**src/rtl/frr_pkg.sv**
```systemverilog
package frr_pkg;
  localparam int WORD_W         = 32;
  localparam int WORDS_PER_SLOT = 4;
  localparam int SLOT_W         = WORD_W * WORDS_PER_SLOT;
  localparam int PAYLOAD_W      = SLOT_W - 1;
  localparam int VALID_BIT      = WORD_W - 1;
  localparam int FLAG_WORD      = WORDS_PER_SLOT - 1;

  localparam int STAT_PEND_BIT  = 0;
  localparam int STAT_OVF_BIT   = 1;
  localparam int STAT_RIDX_LSB  = 8;
  localparam int STAT_WIDX_LSB  = 16;
  localparam int IDX_FIELD_W    = 8;

  typedef enum logic [1:0] {
    SEL_SLOT = 2'd0,
    SEL_STAT = 2'd1,
    SEL_CTRL = 2'd2,
    SEL_NONE = 2'd3
  } rd_sel_e;
endpackage

```
**src/rtl/frr_slot_store.sv**
```systemverilog
module frr_slot_store
  import frr_pkg::*;
#(
  parameter int NUM_SLOTS = 8,
  parameter int IDX_W     = $clog2(NUM_SLOTS)
) (
  input  logic                 clk,
  input  logic                 rst,
  input  logic                 rec_en,
  input  logic [IDX_W-1:0]     rec_idx,
  input  logic [PAYLOAD_W-1:0] rec_data,
  input  logic [NUM_SLOTS-1:0] clr_vec,
  input  logic                 rd_en,
  input  logic [IDX_W-1:0]     rd_slot,
  input  logic [1:0]           rd_word,
  output logic [NUM_SLOTS-1:0] vld_q,
  output logic [WORD_W-1:0]    rd_data
);
  logic [NUM_SLOTS-1:0] rec_mask;
  logic [WORD_W-1:0]    word_q [WORDS_PER_SLOT];
  logic [1:0]           rd_wsel_q;
  logic                 rd_vld_q;

  assign rec_mask = rec_en ? (NUM_SLOTS'(1) << rec_idx) : '0;

  // valid flags: clear first, then record
  always_ff @(posedge clk) begin
    if (rst) vld_q <= '0;
    else     vld_q <= (vld_q & ~clr_vec) | rec_mask;
  end

  // one memory per payload word, each with a registered read port
  for (genvar w = 0; w < WORDS_PER_SLOT; w++) begin : g_word
    localparam int WW = (w == FLAG_WORD) ? WORD_W - 1 : WORD_W;
    logic [WW-1:0] mem [NUM_SLOTS];
    logic [WW-1:0] q;
    always_ff @(posedge clk) begin
      if (rec_en) mem[rec_idx] <= rec_data[w*WORD_W +: WW];
      if (rd_en)  q <= mem[rd_slot];
    end
    assign word_q[w] = WORD_W'(q);
  end

  always_ff @(posedge clk) begin
    if (rst) begin
      rd_wsel_q <= '0;
      rd_vld_q  <= 1'b0;
    end else if (rd_en) begin
      rd_wsel_q <= rd_word;
      rd_vld_q  <= vld_q[rd_slot];
    end
  end

  always_comb begin
    rd_data = word_q[rd_wsel_q];
    if (rd_wsel_q == 2'(FLAG_WORD)) rd_data[VALID_BIT] = rd_vld_q;
  end

  p_rec_sets_valid_r1: assert property (@(posedge clk) disable iff (rst)
    rec_en |=> vld_q[$past(rec_idx)]);

  p_clear_drops_valid_r4: assert property (@(posedge clk) disable iff (rst)
    (clr_vec != '0 && !rec_en) |=> ((vld_q & $past(clr_vec)) == '0));
endmodule

```
**src/rtl/frr_write_ctrl.sv**
```systemverilog
module frr_write_ctrl #(
  parameter int NUM_SLOTS = 8,
  parameter int IDX_W     = $clog2(NUM_SLOTS)
) (
  input  logic                 clk,
  input  logic                 rst,
  input  logic                 flt_valid,
  input  logic [NUM_SLOTS-1:0] vld_q,
  input  logic [NUM_SLOTS-1:0] clr_vec,
  input  logic                 ovf_clr,
  output logic                 rec_en,
  output logic [IDX_W-1:0]     widx_q,
  output logic                 ovf_q,
  output logic                 irq_evt
);
  logic slot_busy;
  logic drop;
  logic ovf_eff;

  assign slot_busy = vld_q[widx_q] & ~clr_vec[widx_q];
  assign rec_en    = flt_valid & ~slot_busy;
  assign drop      = flt_valid & slot_busy;
  assign ovf_eff   = ovf_q & ~ovf_clr;
  assign irq_evt   = rec_en | (drop & ~ovf_eff);

  always_ff @(posedge clk) begin
    if (rst) begin
      widx_q <= '0;
      ovf_q  <= 1'b0;
    end else begin
      if (rec_en)
        widx_q <= (widx_q == IDX_W'(NUM_SLOTS - 1)) ? '0 : widx_q + 1'b1;
      ovf_q <= ovf_eff | drop;
    end
  end

  p_rec_step_r1: assert property (@(posedge clk) disable iff (rst)
    rec_en |=> (widx_q == (($past(widx_q) == IDX_W'(NUM_SLOTS - 1)) ? '0 : $past(widx_q) + 1'b1)));

  p_drop_hold_index_r2: assert property (@(posedge clk) disable iff (rst)
    (flt_valid && vld_q[widx_q] && !clr_vec[widx_q]) |=> $stable(widx_q));

  p_drop_sets_ovf_r2: assert property (@(posedge clk) disable iff (rst)
    drop |=> ovf_q);

  p_ovf_clear_r7: assert property (@(posedge clk) disable iff (rst)
    (ovf_clr && !flt_valid) |=> !ovf_q);
endmodule

```
**src/rtl/frr_reg_if.sv**
```systemverilog
module frr_reg_if
  import frr_pkg::*;
#(
  parameter int NUM_SLOTS = 8,
  parameter int IDX_W     = $clog2(NUM_SLOTS),
  parameter int ADDR_W    = $clog2(NUM_SLOTS * 4 + 2)
) (
  input  logic                 clk,
  input  logic                 rst,
  input  logic [ADDR_W-1:0]    reg_addr,
  input  logic                 reg_wr,
  input  logic [WORD_W-1:0]    reg_wdata,
  input  logic                 reg_rd,
  input  logic [NUM_SLOTS-1:0] vld_q,
  input  logic [IDX_W-1:0]     widx_q,
  input  logic                 ovf_q,
  input  logic                 irq_evt,
  input  logic [WORD_W-1:0]    slot_rdata,
  output logic [NUM_SLOTS-1:0] clr_vec,
  output logic                 ovf_clr,
  output logic                 st_rd_en,
  output logic [IDX_W-1:0]     st_rd_slot,
  output logic [1:0]           st_rd_word,
  output logic [WORD_W-1:0]    reg_rdata,
  output logic                 irq_o
);
  localparam int SLOT_WORDS = NUM_SLOTS * WORDS_PER_SLOT;
  localparam int STAT_ADDR  = SLOT_WORDS;
  localparam int CTRL_ADDR  = SLOT_WORDS + 1;

  logic              in_slots;
  logic              hit_stat;
  logic              hit_ctrl;
  logic [IDX_W-1:0]  addr_slot;
  logic [1:0]        addr_word;
  logic              mask_q;
  logic [IDX_W-1:0]  ridx_q;
  logic              ridx_adv;
  logic [WORD_W-1:0] stat_w;
  logic [WORD_W-1:0] stat_snap_q;
  logic              mask_snap_q;
  rd_sel_e           sel_q;

  assign in_slots  = reg_addr < ADDR_W'(SLOT_WORDS);
  assign hit_stat  = reg_addr == ADDR_W'(STAT_ADDR);
  assign hit_ctrl  = reg_addr == ADDR_W'(CTRL_ADDR);
  assign addr_slot = reg_addr[IDX_W+1:2];
  assign addr_word = reg_addr[1:0];

  for (genvar s = 0; s < NUM_SLOTS; s++) begin : g_clr
    assign clr_vec[s] = reg_wr && in_slots && (addr_slot == IDX_W'(s)) &&
                        (addr_word == 2'(FLAG_WORD)) && reg_wdata[VALID_BIT];
  end

  assign ovf_clr  = reg_wr && hit_stat && reg_wdata[STAT_OVF_BIT];
  assign ridx_adv = clr_vec[ridx_q] && vld_q[ridx_q];

  assign st_rd_en   = reg_rd && in_slots;
  assign st_rd_slot = addr_slot;
  assign st_rd_word = addr_word;

  always_comb begin
    stat_w = '0;
    stat_w[STAT_PEND_BIT] = |vld_q;
    stat_w[STAT_OVF_BIT]  = ovf_q;
    stat_w[STAT_RIDX_LSB +: IDX_FIELD_W] = IDX_FIELD_W'(ridx_q);
    stat_w[STAT_WIDX_LSB +: IDX_FIELD_W] = IDX_FIELD_W'(widx_q);
  end

  always_ff @(posedge clk) begin
    if (rst) begin
      mask_q      <= 1'b0;
      ridx_q      <= '0;
      irq_o       <= 1'b0;
      sel_q       <= SEL_NONE;
      stat_snap_q <= '0;
      mask_snap_q <= 1'b0;
    end else begin
      if (reg_wr && hit_ctrl) mask_q <= reg_wdata[0];
      if (ridx_adv)
        ridx_q <= (ridx_q == IDX_W'(NUM_SLOTS - 1)) ? '0 : ridx_q + 1'b1;
      irq_o <= irq_evt & ~mask_q;
      if (reg_rd) begin
        stat_snap_q <= stat_w;
        mask_snap_q <= mask_q;
        if (in_slots)      sel_q <= SEL_SLOT;
        else if (hit_stat) sel_q <= SEL_STAT;
        else if (hit_ctrl) sel_q <= SEL_CTRL;
        else               sel_q <= SEL_NONE;
      end
    end
  end

  always_comb begin
    unique case (sel_q)
      SEL_SLOT: reg_rdata = slot_rdata;
      SEL_STAT: reg_rdata = stat_snap_q;
      SEL_CTRL: reg_rdata = {{(WORD_W-1){1'b0}}, mask_snap_q};
      default:  reg_rdata = '0;
    endcase
  end

  p_mask_blocks_irq_r9: assert property (@(posedge clk) disable iff (rst)
    mask_q |=> !irq_o);

  p_ridx_step_r6: assert property (@(posedge clk) disable iff (rst)
    ridx_adv |=> (ridx_q != $past(ridx_q)));

  p_ridx_hold_r6: assert property (@(posedge clk) disable iff (rst)
    !ridx_adv |=> $stable(ridx_q));
endmodule

```
**src/rtl/fault_log_ring.sv**
```systemverilog
module fault_log_ring
  import frr_pkg::*;
#(
  parameter int NUM_SLOTS = 8,
  localparam int IDX_W    = (NUM_SLOTS > 1) ? $clog2(NUM_SLOTS) : 1,
  localparam int ADDR_W   = $clog2(NUM_SLOTS * 4 + 2)
) (
  input  logic                 clk,
  input  logic                 rst,
  input  logic                 flt_valid,
  input  logic [PAYLOAD_W-1:0] flt_payload,
  input  logic [ADDR_W-1:0]    reg_addr,
  input  logic                 reg_wr,
  input  logic [WORD_W-1:0]    reg_wdata,
  input  logic                 reg_rd,
  output logic [WORD_W-1:0]    reg_rdata,
  output logic                 irq_o
);
  logic [NUM_SLOTS-1:0] vld_q;
  logic [NUM_SLOTS-1:0] clr_vec;
  logic                 ovf_clr;
  logic                 rec_en;
  logic [IDX_W-1:0]     widx_q;
  logic                 ovf_q;
  logic                 irq_evt;
  logic                 st_rd_en;
  logic [IDX_W-1:0]     st_rd_slot;
  logic [1:0]           st_rd_word;
  logic [WORD_W-1:0]    slot_rdata;

  frr_slot_store #(.NUM_SLOTS(NUM_SLOTS), .IDX_W(IDX_W)) u_store (
    .clk      (clk),
    .rst      (rst),
    .rec_en   (rec_en),
    .rec_idx  (widx_q),
    .rec_data (flt_payload),
    .clr_vec  (clr_vec),
    .rd_en    (st_rd_en),
    .rd_slot  (st_rd_slot),
    .rd_word  (st_rd_word),
    .vld_q    (vld_q),
    .rd_data  (slot_rdata)
  );

  frr_write_ctrl #(.NUM_SLOTS(NUM_SLOTS), .IDX_W(IDX_W)) u_wctrl (
    .clk       (clk),
    .rst       (rst),
    .flt_valid (flt_valid),
    .vld_q     (vld_q),
    .clr_vec   (clr_vec),
    .ovf_clr   (ovf_clr),
    .rec_en    (rec_en),
    .widx_q    (widx_q),
    .ovf_q     (ovf_q),
    .irq_evt   (irq_evt)
  );

  frr_reg_if #(.NUM_SLOTS(NUM_SLOTS), .IDX_W(IDX_W), .ADDR_W(ADDR_W)) u_regif (
    .clk        (clk),
    .rst        (rst),
    .reg_addr   (reg_addr),
    .reg_wr     (reg_wr),
    .reg_wdata  (reg_wdata),
    .reg_rd     (reg_rd),
    .vld_q      (vld_q),
    .widx_q     (widx_q),
    .ovf_q      (ovf_q),
    .irq_evt    (irq_evt),
    .slot_rdata (slot_rdata),
    .clr_vec    (clr_vec),
    .ovf_clr    (ovf_clr),
    .st_rd_en   (st_rd_en),
    .st_rd_slot (st_rd_slot),
    .st_rd_word (st_rd_word),
    .reg_rdata  (reg_rdata),
    .irq_o      (irq_o)
  );
endmodule

```
**config.mk**
```make
export PLATFORM = sky130hd
export DESIGN_NAME = fault_log_ring
export DESIGN_NICKNAME = d
export VERILOG_FILES = /design/src/rtl/frr_pkg.sv /design/src/rtl/frr_slot_store.sv /design/src/rtl/frr_write_ctrl.sv /design/src/rtl/frr_reg_if.sv /design/src/rtl/fault_log_ring.sv
export SDC_FILE = /design/constraint.sdc
export NUM_CORES = 1
export LEC_CHECK = 0
export BUFFER_PORTS_ARGS = -buffer_cell sky130_fd_sc_hd__buf_2
export CAP_MARGIN = 5
export CORE_MARGIN = 4
export CORE_UTILIZATION = 50
export DETAILED_ROUTE_END_ITERATION = 7
export PLACE_DENSITY = 0.72
export SLEW_MARGIN = 20
export SYNTH_ARGS = -nofsm -noshare
export SYNTH_HDL_FRONTEND = slang
export SYNTH_SLANG_ARGS = --single-unit
export TNS_END_PERCENT = 1
```
**constraint.sdc**
```tcl
create_clock -name clk -period 16.8 [get_ports clk]
set_input_delay 2.52 -clock clk [delete_from_list [all_inputs] [get_ports clk]]
set_output_delay 2.52 -clock clk [all_outputs]
set_load 0.01 [all_outputs]
```
==> flow_results.org, run 1 <==
** Power and ir drop
- Leakage power of the design :: 16.2 nW
- Total power consumption of the routed design :: 6.34 mW
- In this run the power density over the cells is 125 mW/mm².
- IR analysis of the VDD net gives a maximum drop of 0.108 mV.

** Worst setup path
- Crit Reg-Reg Endpoint :: u_store.g_word[1].mem[6][24]
- The worst setup path is launched from an input port.
- In this run the critical register-to-register path is launched from u_wctrl.widx_q[0].
- The worst register-to-register path has a depth of 6.
- Required time worst endpoint :: 17,090 ps
- Kind of end point of the critical path :: flip-flop
- On the critical path, the stage with the largest delay is an instance of sky130_fd_sc_hd__nor2_4.
- Data arrival at the endpoint of the critical path :: 5840 ps
- Max FO, Critical Path :: 103
- Crit Path Category :: in2reg
- Cells along the critical path :: buf_8 -> xnor2_1 -> and4_1 -> o211ai_2 -> nor2_4 -> buf_4
- In this design, the stage delay of the slowest critical-path cell is 880 ps.
- Internal reg-to-reg setup slack :: 12,630 ps

** Synth
- The number of nets in the synthesized netlist is 2,053.
- The Yosys step of the flow raised 0 warnings.
- Area of the mapped netlist :: 0.0446 mm²
- Cell types with the largest area share after synthesis :: sky130_fd_sc_hd__edfxtp_1 (77%), sky130_fd_sc_hd__mux4_2 (15%), sky130_fd_sc_hd__mux2_2 (3.2%)
- Yosys top cell by area :: sky130_fd_sc_hd__edfxtp_1
- The share of the Yosys chip area taken by registers is 0.784.
- Register bit total from synthesis :: 1,174
- In this run, distinct cell masters in the synthesized netlist total 51.
- Counting flops with an async set or reset pin after synthesis yields a share of 0.
- Mean post-synth cell area :: 23.8 µm²
- Number of enable flip-flop cells after synthesis :: 1,143
- Of the post-synthesis cell area, the dominant cell type holds 0.770.
- In the synthesized netlist the dominant register cell turns out to be sky130_fd_sc_hd__edfxtp_1.
- Gate Count Post-Synth :: 1,875

** Worst hold path
- Class of the tightest hold or removal check :: reg2reg
- Worst hold path cell count :: 2
- Min-Delay Endpoint :: u_store.rd_wsel_q[1]
- Launch instance of the worst min-delay path :: u_store.rd_wsel_q[1]

** Detailed routing
- In this run, the number of DRC markers left after iteration 0 of detailed routing was 2,163.
- Number of detailed-routing iterations run before antenna repair :: 5
- In the routed design, unresolved DRC markers number 0.
- Total number of vias :: 20,300
- After detailed routing, the average wire length per cell comes to 29.5 µm.
- The detail route stage leaves a number of antenna-violating nets equal to 0.
- Final WL :: 99,400 µm
- Dividing the detail-routed via count by the number of cells gives 6.00.

** Timing
- Hold WS :: 485 ps
- Setup slack on the critical path of the routed design comes to 11,250 ps.
- Setup violations remaining at the end of the flow were counted as 0.
- Fin Clk Skew :: 33.3 ps
- Worst max-slew margin expressed relative to the limit :: 0.289
- Number of hold-slack violations in the final timing report :: 0
- Setup repair after global routing left no endpoint under its margin.
- The number of pins exceeding their max-slew limit in the final report was 0.
- Worst-margin pin slew :: 1070 ps
- Setup TNS Final :: 0 ps
- For the finished layout, the period the worst path requires is 5550 ps.
- Highest attainable clock frequency :: 180 MHz
- Dividing the final minimum period by the clock period gives 0.330.

** Global routing
- The via count of the first global-routing pass came to 20,700.
- In the global route stage, overall resource usage came out at 0.213.
- Entering global routing, the biggest net connects 162 pins.
- The number of antenna violations at the first check in global routing is 44.
- Summed over all layers, the global routing overflow is 0.
- Wire length of the first global-routing pass :: 144,000 µm

** Floorplan
- Die width :: 307 µm
- Number of ports placed on the die boundary :: 203
- For this configuration, the core starts out at a cell density of 0.505.
- Chip height :: 307 µm
- Num rows :: 109
- Core outline area :: 0.0884 mm²
- Die area :: 0.0940 mm²

** Layout
- Area delta synth->final :: 13.4%
- Fin util :: 0.572
- Counting the fill cells in the layout gives 6,295.
- Number of nets at the end of the flow :: 2,273
- Final Instance Area :: 0.0506 mm²
- Non-filler instance count after layout :: 3,375
- In the final layout, the share of cells above drive strength 1 is 0.372.

** Clocking
- CTS saw 1,174 sinks.
- H-tree lvl count :: 3
- Gates resized during post-CTS repair numbered 0.
- The tree is rooted in a sky130_fd_sc_hd__clkbuf_16.
- Number of clock buffers inserted by TritonCTS :: 112
- Clock-pin slew was measured on the worst setup and hold paths at 60 ps.
- Total setup buffers inserted after CTS :: 0
- Number of buffers between clock root and the deepest sink :: 3
- CTS hold repair buffers :: 0
- Clock Latency Late Sink :: 700 ps
- TritonCTS built the clock tree.

** Status
- The run finished with clean final reports.

** Placed design
- Detailed placer's ending HPWL :: 57,500 µm
- Placed Cells :: 3,146
- GP Congestion :: 0.806
- Post-placement setup slack :: 10,470 ps
- Summing all placed instances gives a cell area of 0.0468 mm².
- Port buffering added 173 buffers.

** Run
- The tool flagged a number of max-cap violations equal to 0.
[sequential cells by signal (all words and copies together) (netlist names)]
name / cells
u_store.g_word.mem: 1016
u_store.g_word.q: 127
u_regif.stat_snap_q: 8
u_store.vld_q: 8
u_regif.ridx_q: 3
u_wctrl.widx_q: 3
u_regif.sel_q: 2
u_store.rd_wsel_q: 2
u_regif.irq_o: 1
u_regif.mask_q: 1
u_regif.mask_snap_q: 1
u_store.rd_vld_q: 1
u_wctrl.ovf_q: 1
[area by class of cell]
class                           count  area [µm²]  area share
Sequential cell                  1174       34900       0.691
Multi-Input combinational cell    596        9250       0.183
Clock buffer                      126        2900      0.0573
Tap cell                         1165        1460      0.0288
Timing Repair Buffer              203        1140      0.0226
Clock inverter                     80         798      0.0158
Antenna cell                       23        57.6     0.00114
Inverter                            8        30.0    0.000594
[cell usage after synthesis, types with 4 or more instances]
library cell and number:
sky130_fd_sc_hd__buf_2 40, sky130_fd_sc_hd__nor4_1 4, sky130_fd_sc_hd__nor2_1 30, sky130_fd_sc_hd__o211ai_1 5, sky130_fd_sc_hd__nor2b_1 25, sky130_fd_sc_hd__inv_1 6, sky130_fd_sc_hd__ha_1 8, sky130_fd_sc_hd__clkbuf_1 48
sky130_fd_sc_hd__nand2_1 18, sky130_fd_sc_hd__nand2b_1 4, sky130_fd_sc_hd__o21ai_0 4, sky130_fd_sc_hd__xnor2_1 5, sky130_fd_sc_hd__nor3_1 5, sky130_fd_sc_hd__buf_1 7, sky130_fd_sc_hd__dfxtp_1 31, sky130_fd_sc_hd__mux2_2 127
sky130_fd_sc_hd__mux4_2 290, sky130_fd_sc_hd__mux2i_1 22, sky130_fd_sc_hd__o21ai_1 6, sky130_fd_sc_hd__edfxtp_1 1143
[logic make-up after synthesis]
logic type | after synthesis | share of synthesized area
and+or+nand+nor | 102 | 0.0121
muxes | 439 | 0.183
xor gates and xnor gates | 5 | 0.000982
adders and majority gates | 8 | 0.00225
buffers and inverters | 105 | 0.0103
DFF | 1174 | 0.784
AOI/OAI and AO/OA | 42 | 0.00721
[placed cells by master, fill, tap and decap left out, drive strengths merged, types with 22 or more instances in the layout]
cell,count
mux2i,22
clkinv,52
mux4,290
mux2,127
dfxtp,31
buf,203
diode,23
clkbuf,126
nor2,30
edfxtp,1143
nor2b,25
[worst max path at each step]
stage               slack (ps)                           end        start
finish                   11250  u_store.g_word[1].mem[6][24]  reg_addr[3]
global route             11010  u_store.g_word[1].mem[6][24]  reg_addr[2]
CTS                      11200   u_store.g_word[0].mem[6][5]  reg_addr[2]
detailed placement       10470  u_store.g_word[2].mem[2][18]  reg_addr[2]
global placement         10470  u_store.g_word[1].mem[6][22]  reg_addr[2]
floorplan                 3940   u_store.g_word[0].mem[4][0]  reg_addr[2]
[where the power goes]
group	internal, mW	switching, mW	total (mW)
sequential	3.38	0.0497	3.43
combinational	0.165	0.241	0.407
clock	1.44	1.06	2.51
[layer usage]
| metal | vias to the layer above | routed length [µm] | share of wire | GRT usage |
|---|---|---|---|---|
| li1 | 8431 | - | - | - |
| met1 | 10800 | 38400 | 0.39 | 0.287 |
| met2 | 855 | 49200 | 0.50 | 0.341 |
| met3 | 159 | 9480 | 0.095 | 0.0679 |
| met4 | 22 | 2130 | 0.021 | 0.0572 |
| met5 | - | 139 | 0.0014 | 0 |
[worst max-delay path: cells and delay by family]
| family | cells | cell delay, ps |
|---|---|---|
| buffers and inverters | 2 | 1440 |
| and+or+nand+nor | 2 | 1260 |
| AOI/OAI and AO/OA | 1 | 280 |
| xor gates and xnor gates | 1 | 220 |
Power figures use the tool's default switching activity.
==> run 2, diff against run 1 <==
==> constraint.sdc (replaced) <==
create_clock -name clk -period 5.4 [get_ports clk]
set_input_delay 0.81 -clock clk [delete_from_list [all_inputs] [get_ports clk]]
set_output_delay 0.81 -clock clk [all_outputs]
set_load 0.01 [all_outputs]
==> run 2 against run 1 <==
Net effect: final cell count up 0.18%; first-iteration DRC count increased by 0.32%; largest power group unchanged; non-clock buffer count is 10 higher; global-route usage is 0.33 points higher; sequential power grew to 3.1 times the previous value.
==> flow_results.org, run 2 (synthesized netlist as in run 1, its figures left out) <==
** Global routing
- Global-route total usage across every layer :: 0.216
- Wire length of the first global-routing pass :: 147,000 µm
- Number of antenna violations at the first check in global routing :: 35
- Entering global routing, the biggest net connects 137 pins.
- Congestion Overflow GR :: 0
- The via count of the first global-routing pass came to 20,700.

** Clocking
- Post-CTS timing repair inserted 0 buffers for setup.
- Clk sink count :: 1,174
- The later pin in the worst-skew pair is clocked with a latency of 680 ps.
- Counting the buffers created by CTS gives 114.
- Clock transition at the registers of the reported paths :: 60 ps
- CTS built an H-tree with a depth of 3.
- For this design, the CTS-stage hold fixing added 0 buffers.
- Number of buffers between clock root and the deepest sink :: 3
- TritonCTS built the clock tree.
- Post-CTS repair changed the size of 0 cells.
- Library cell used as clock root buffer :: sky130_fd_sc_hd__clkbuf_16

** Placed design
- The count of buffers added on input and output ports is 173.
- In this run the cell area measured after placement is 0.0472 mm².
- Counting tap cells, the placed design contains a total of 3,156 instances.
- GP Congestion :: 0.804
- OpenSTA, run right after detailed placement, puts the worst setup slack at 1640 ps.
- Detailed placer's ending HPWL :: 60,000 µm

** Timing
- The clock arrives with 24.2 ps of skew.
- Counting I/O delays and the setup requirement, the final critical path takes 3670 ps.
- Max-slew violation count :: 0
- Setup total negative slack on the finished layout was measured at 0 ps.
- For this run, the top clock speed supported by timing is 273 MHz.
- Setup repair after global routing left no endpoint under its margin.
- Minimum setup slack in the final design :: 1730 ps
- Setup violations remaining at the end of the flow were counted as 0.
- Hold is met by 374 ps.
- Number of hold-slack violations in the final timing report :: 0
- Worst-margin pin slew :: 1120 ps
- Tcrit/Tclk final :: 0.679
- Worst max-slew margin expressed relative to the limit :: 0.253

** Floorplan
- Die area :: 0.0940 mm²
- 203 I/O pins were placed.
- Starting utilization of the core area :: 0.505
- In this run the standard cell core region covers 0.0884 mm².
- The floorplan step set the die height to 307 µm.
- Num rows :: 109
- The floorplan step set the die width to 307 µm.

** Detailed routing
- In this run the remaining antenna-violating nets after routing total 0.
- DRC viols :: 0
- Number of detailed-routing iterations run before antenna repair :: 5
- For this block, the initial DRC count from the detailed router was 2,170.
- Total number of vias :: 20,400
- Dividing the detail-routed wire length by the instance count gives 29.9 µm.
- Dividing the detail-routed via count by the number of cells gives 6.04.
- Final WL :: 101,000 µm

** Worst setup path
- The worst setup path is captured at an output pin.
- Max stage delay on crit path :: 740 ps
- On the critical path, the stage with the largest delay is an instance of sky130_fd_sc_hd__dfxtp_4.
- Crit Path Category :: reg2out
- For the worst setup path, the data required time is 4590 ps.
- Traced cell by cell, the critical path runs through buf_4 -> mux4_2 -> mux2i_1 -> nor2_1 -> buf_2.
- At the worst endpoint, the arrival time is 2860 ps.
- In this run the register-to-register setup slack is 1820 ps.
- Crit start category :: flip-flop
- Along the worst path, the maximum fanout reaches 24.

** Layout
- Most common cell after layout, fill and taps aside :: sky130_fd_sc_hd__edfxtp_1
- In the final layout, the multi-input gates occupy 0.00926 mm².
- From synthesis to final layout, the design area changed by 14.0%.
- Sequential cell area :: 0.0349 mm²
- Final Instance Area :: 0.0508 mm²
- Biggest register :: u_store.g_word.mem
- In the final design database the tool counted 2,285 nets.
- Number of flip-flops under the largest register name :: 1,016
- In the layout the commonest cells are sky130_fd_sc_hd__edfxtp_1 (1,143), sky130_fd_sc_hd__mux4_2 (290), sky130_fd_sc_hd__buf_2 (170), sky130_fd_sc_hd__mux2_2 (127), sky130_fd_sc_hd__clkbuf_16 (116).
- The finished layout holds 3,381 standard cells, fillers aside.
- The largest registers in the layout are u_store.g_word.mem (1016), u_store.g_word.q (127).
- In the final layout, the share of cells above drive strength 1 is 0.368.
- Fin util :: 0.575
- Filler instances :: 6,246

** Worst hold path
- The min-delay analysis places its worst path in the category in2reg.

** Power and ir drop
- The analysis attributes to cell leakage a power of 16.2 nW.
- Power spread over the standard cell area amounts to 384 mW/mm².
- Across the VDD grid, the largest voltage drop is 0.313 mV.
- Total power consumption of the routed design :: 19.5 mW

** Run
- Max-cap violations in this run came to 0.

** Status
- Result of the run :: finished clean
-- run 2: changes by cell type in the layout (fill, tap and decap cells not counted), moves of 2 or more --
cell	before	now
sky130_fd_sc_hd__clkinv_1	23	25
sky130_fd_sc_hd__buf_4	28	12
sky130_fd_sc_hd__nor3_4	1	3
sky130_fd_sc_hd__bufinv_16	13	7
sky130_fd_sc_hd__buf_12	2	28
sky130_fd_sc_hd__clkbuf_8	0	2
sky130_fd_sc_hd__clkinv_8	3	1
sky130_fd_sc_hd__clkbuf_16	114	116
sky130_fd_sc_hd__clkinv_2	24	21
sky130_fd_sc_hd__nor3_2	3	1
sky130_fd_sc_hd__diode_2	23	11
sky130_fd_sc_hd__clkbuf_1	12	30
sky130_fd_sc_hd__clkinv_4	2	0
-- run 2: critical path: cells and delay by family, from the launching register on --
kind                   cells  cell delay (ps)
buffers and inverters      2              570
flip-flops                 1              740
multiplexers               2              730
AND/OR/NAND/NOR            1              130
-- run 2: area by class of cell --
cell class | count | share of cell area
Tap cell | 1165 | 0.0287
Antenna cell | 11 | 0.000541
Sequential cell | 1174 | 0.687
Timing Repair Buffer | 213 | 0.0303
Multi-Input combinational cell | 596 | 0.182
Clock buffer | 148 | 0.0598
Clock inverter | 66 | 0.0106
Inverter | 8 | 0.000591
-- run 2: worst paths after layout --
path,depth (start not counted),startpoint,end
setup / recovery,5,u_store.rd_wsel_q[0],reg_rdata[8]
hold / removal,3,reg_wdata[0],u_regif.mask_q
setup reg to reg,6,u_wctrl.widx_q[1],u_store.g_word[3].mem[2][14]
hold reg to reg,2,u_regif.stat_snap_q[18],u_regif.stat_snap_q[18]
-- run 2: metal layers --
metal / GRT usage / share of wire / up-vias
met5: 0 / 0.0013 / -
met4: 0.0506 / 0.022 / 18
met3: 0.0456 / 0.081 / 154
met2: 0.347 / 0.50 / 855
met1: 0.311 / 0.40 / 10900
li1: - / - / 8454
-- run 2: where the power goes --
group | total (mW) | internal [mW] | switching [mW]
logic | 1.28 | 0.537 | 0.742
clock network | 7.57 | 4.31 | 3.26
registers | 10.7 | 10.5 | 0.176
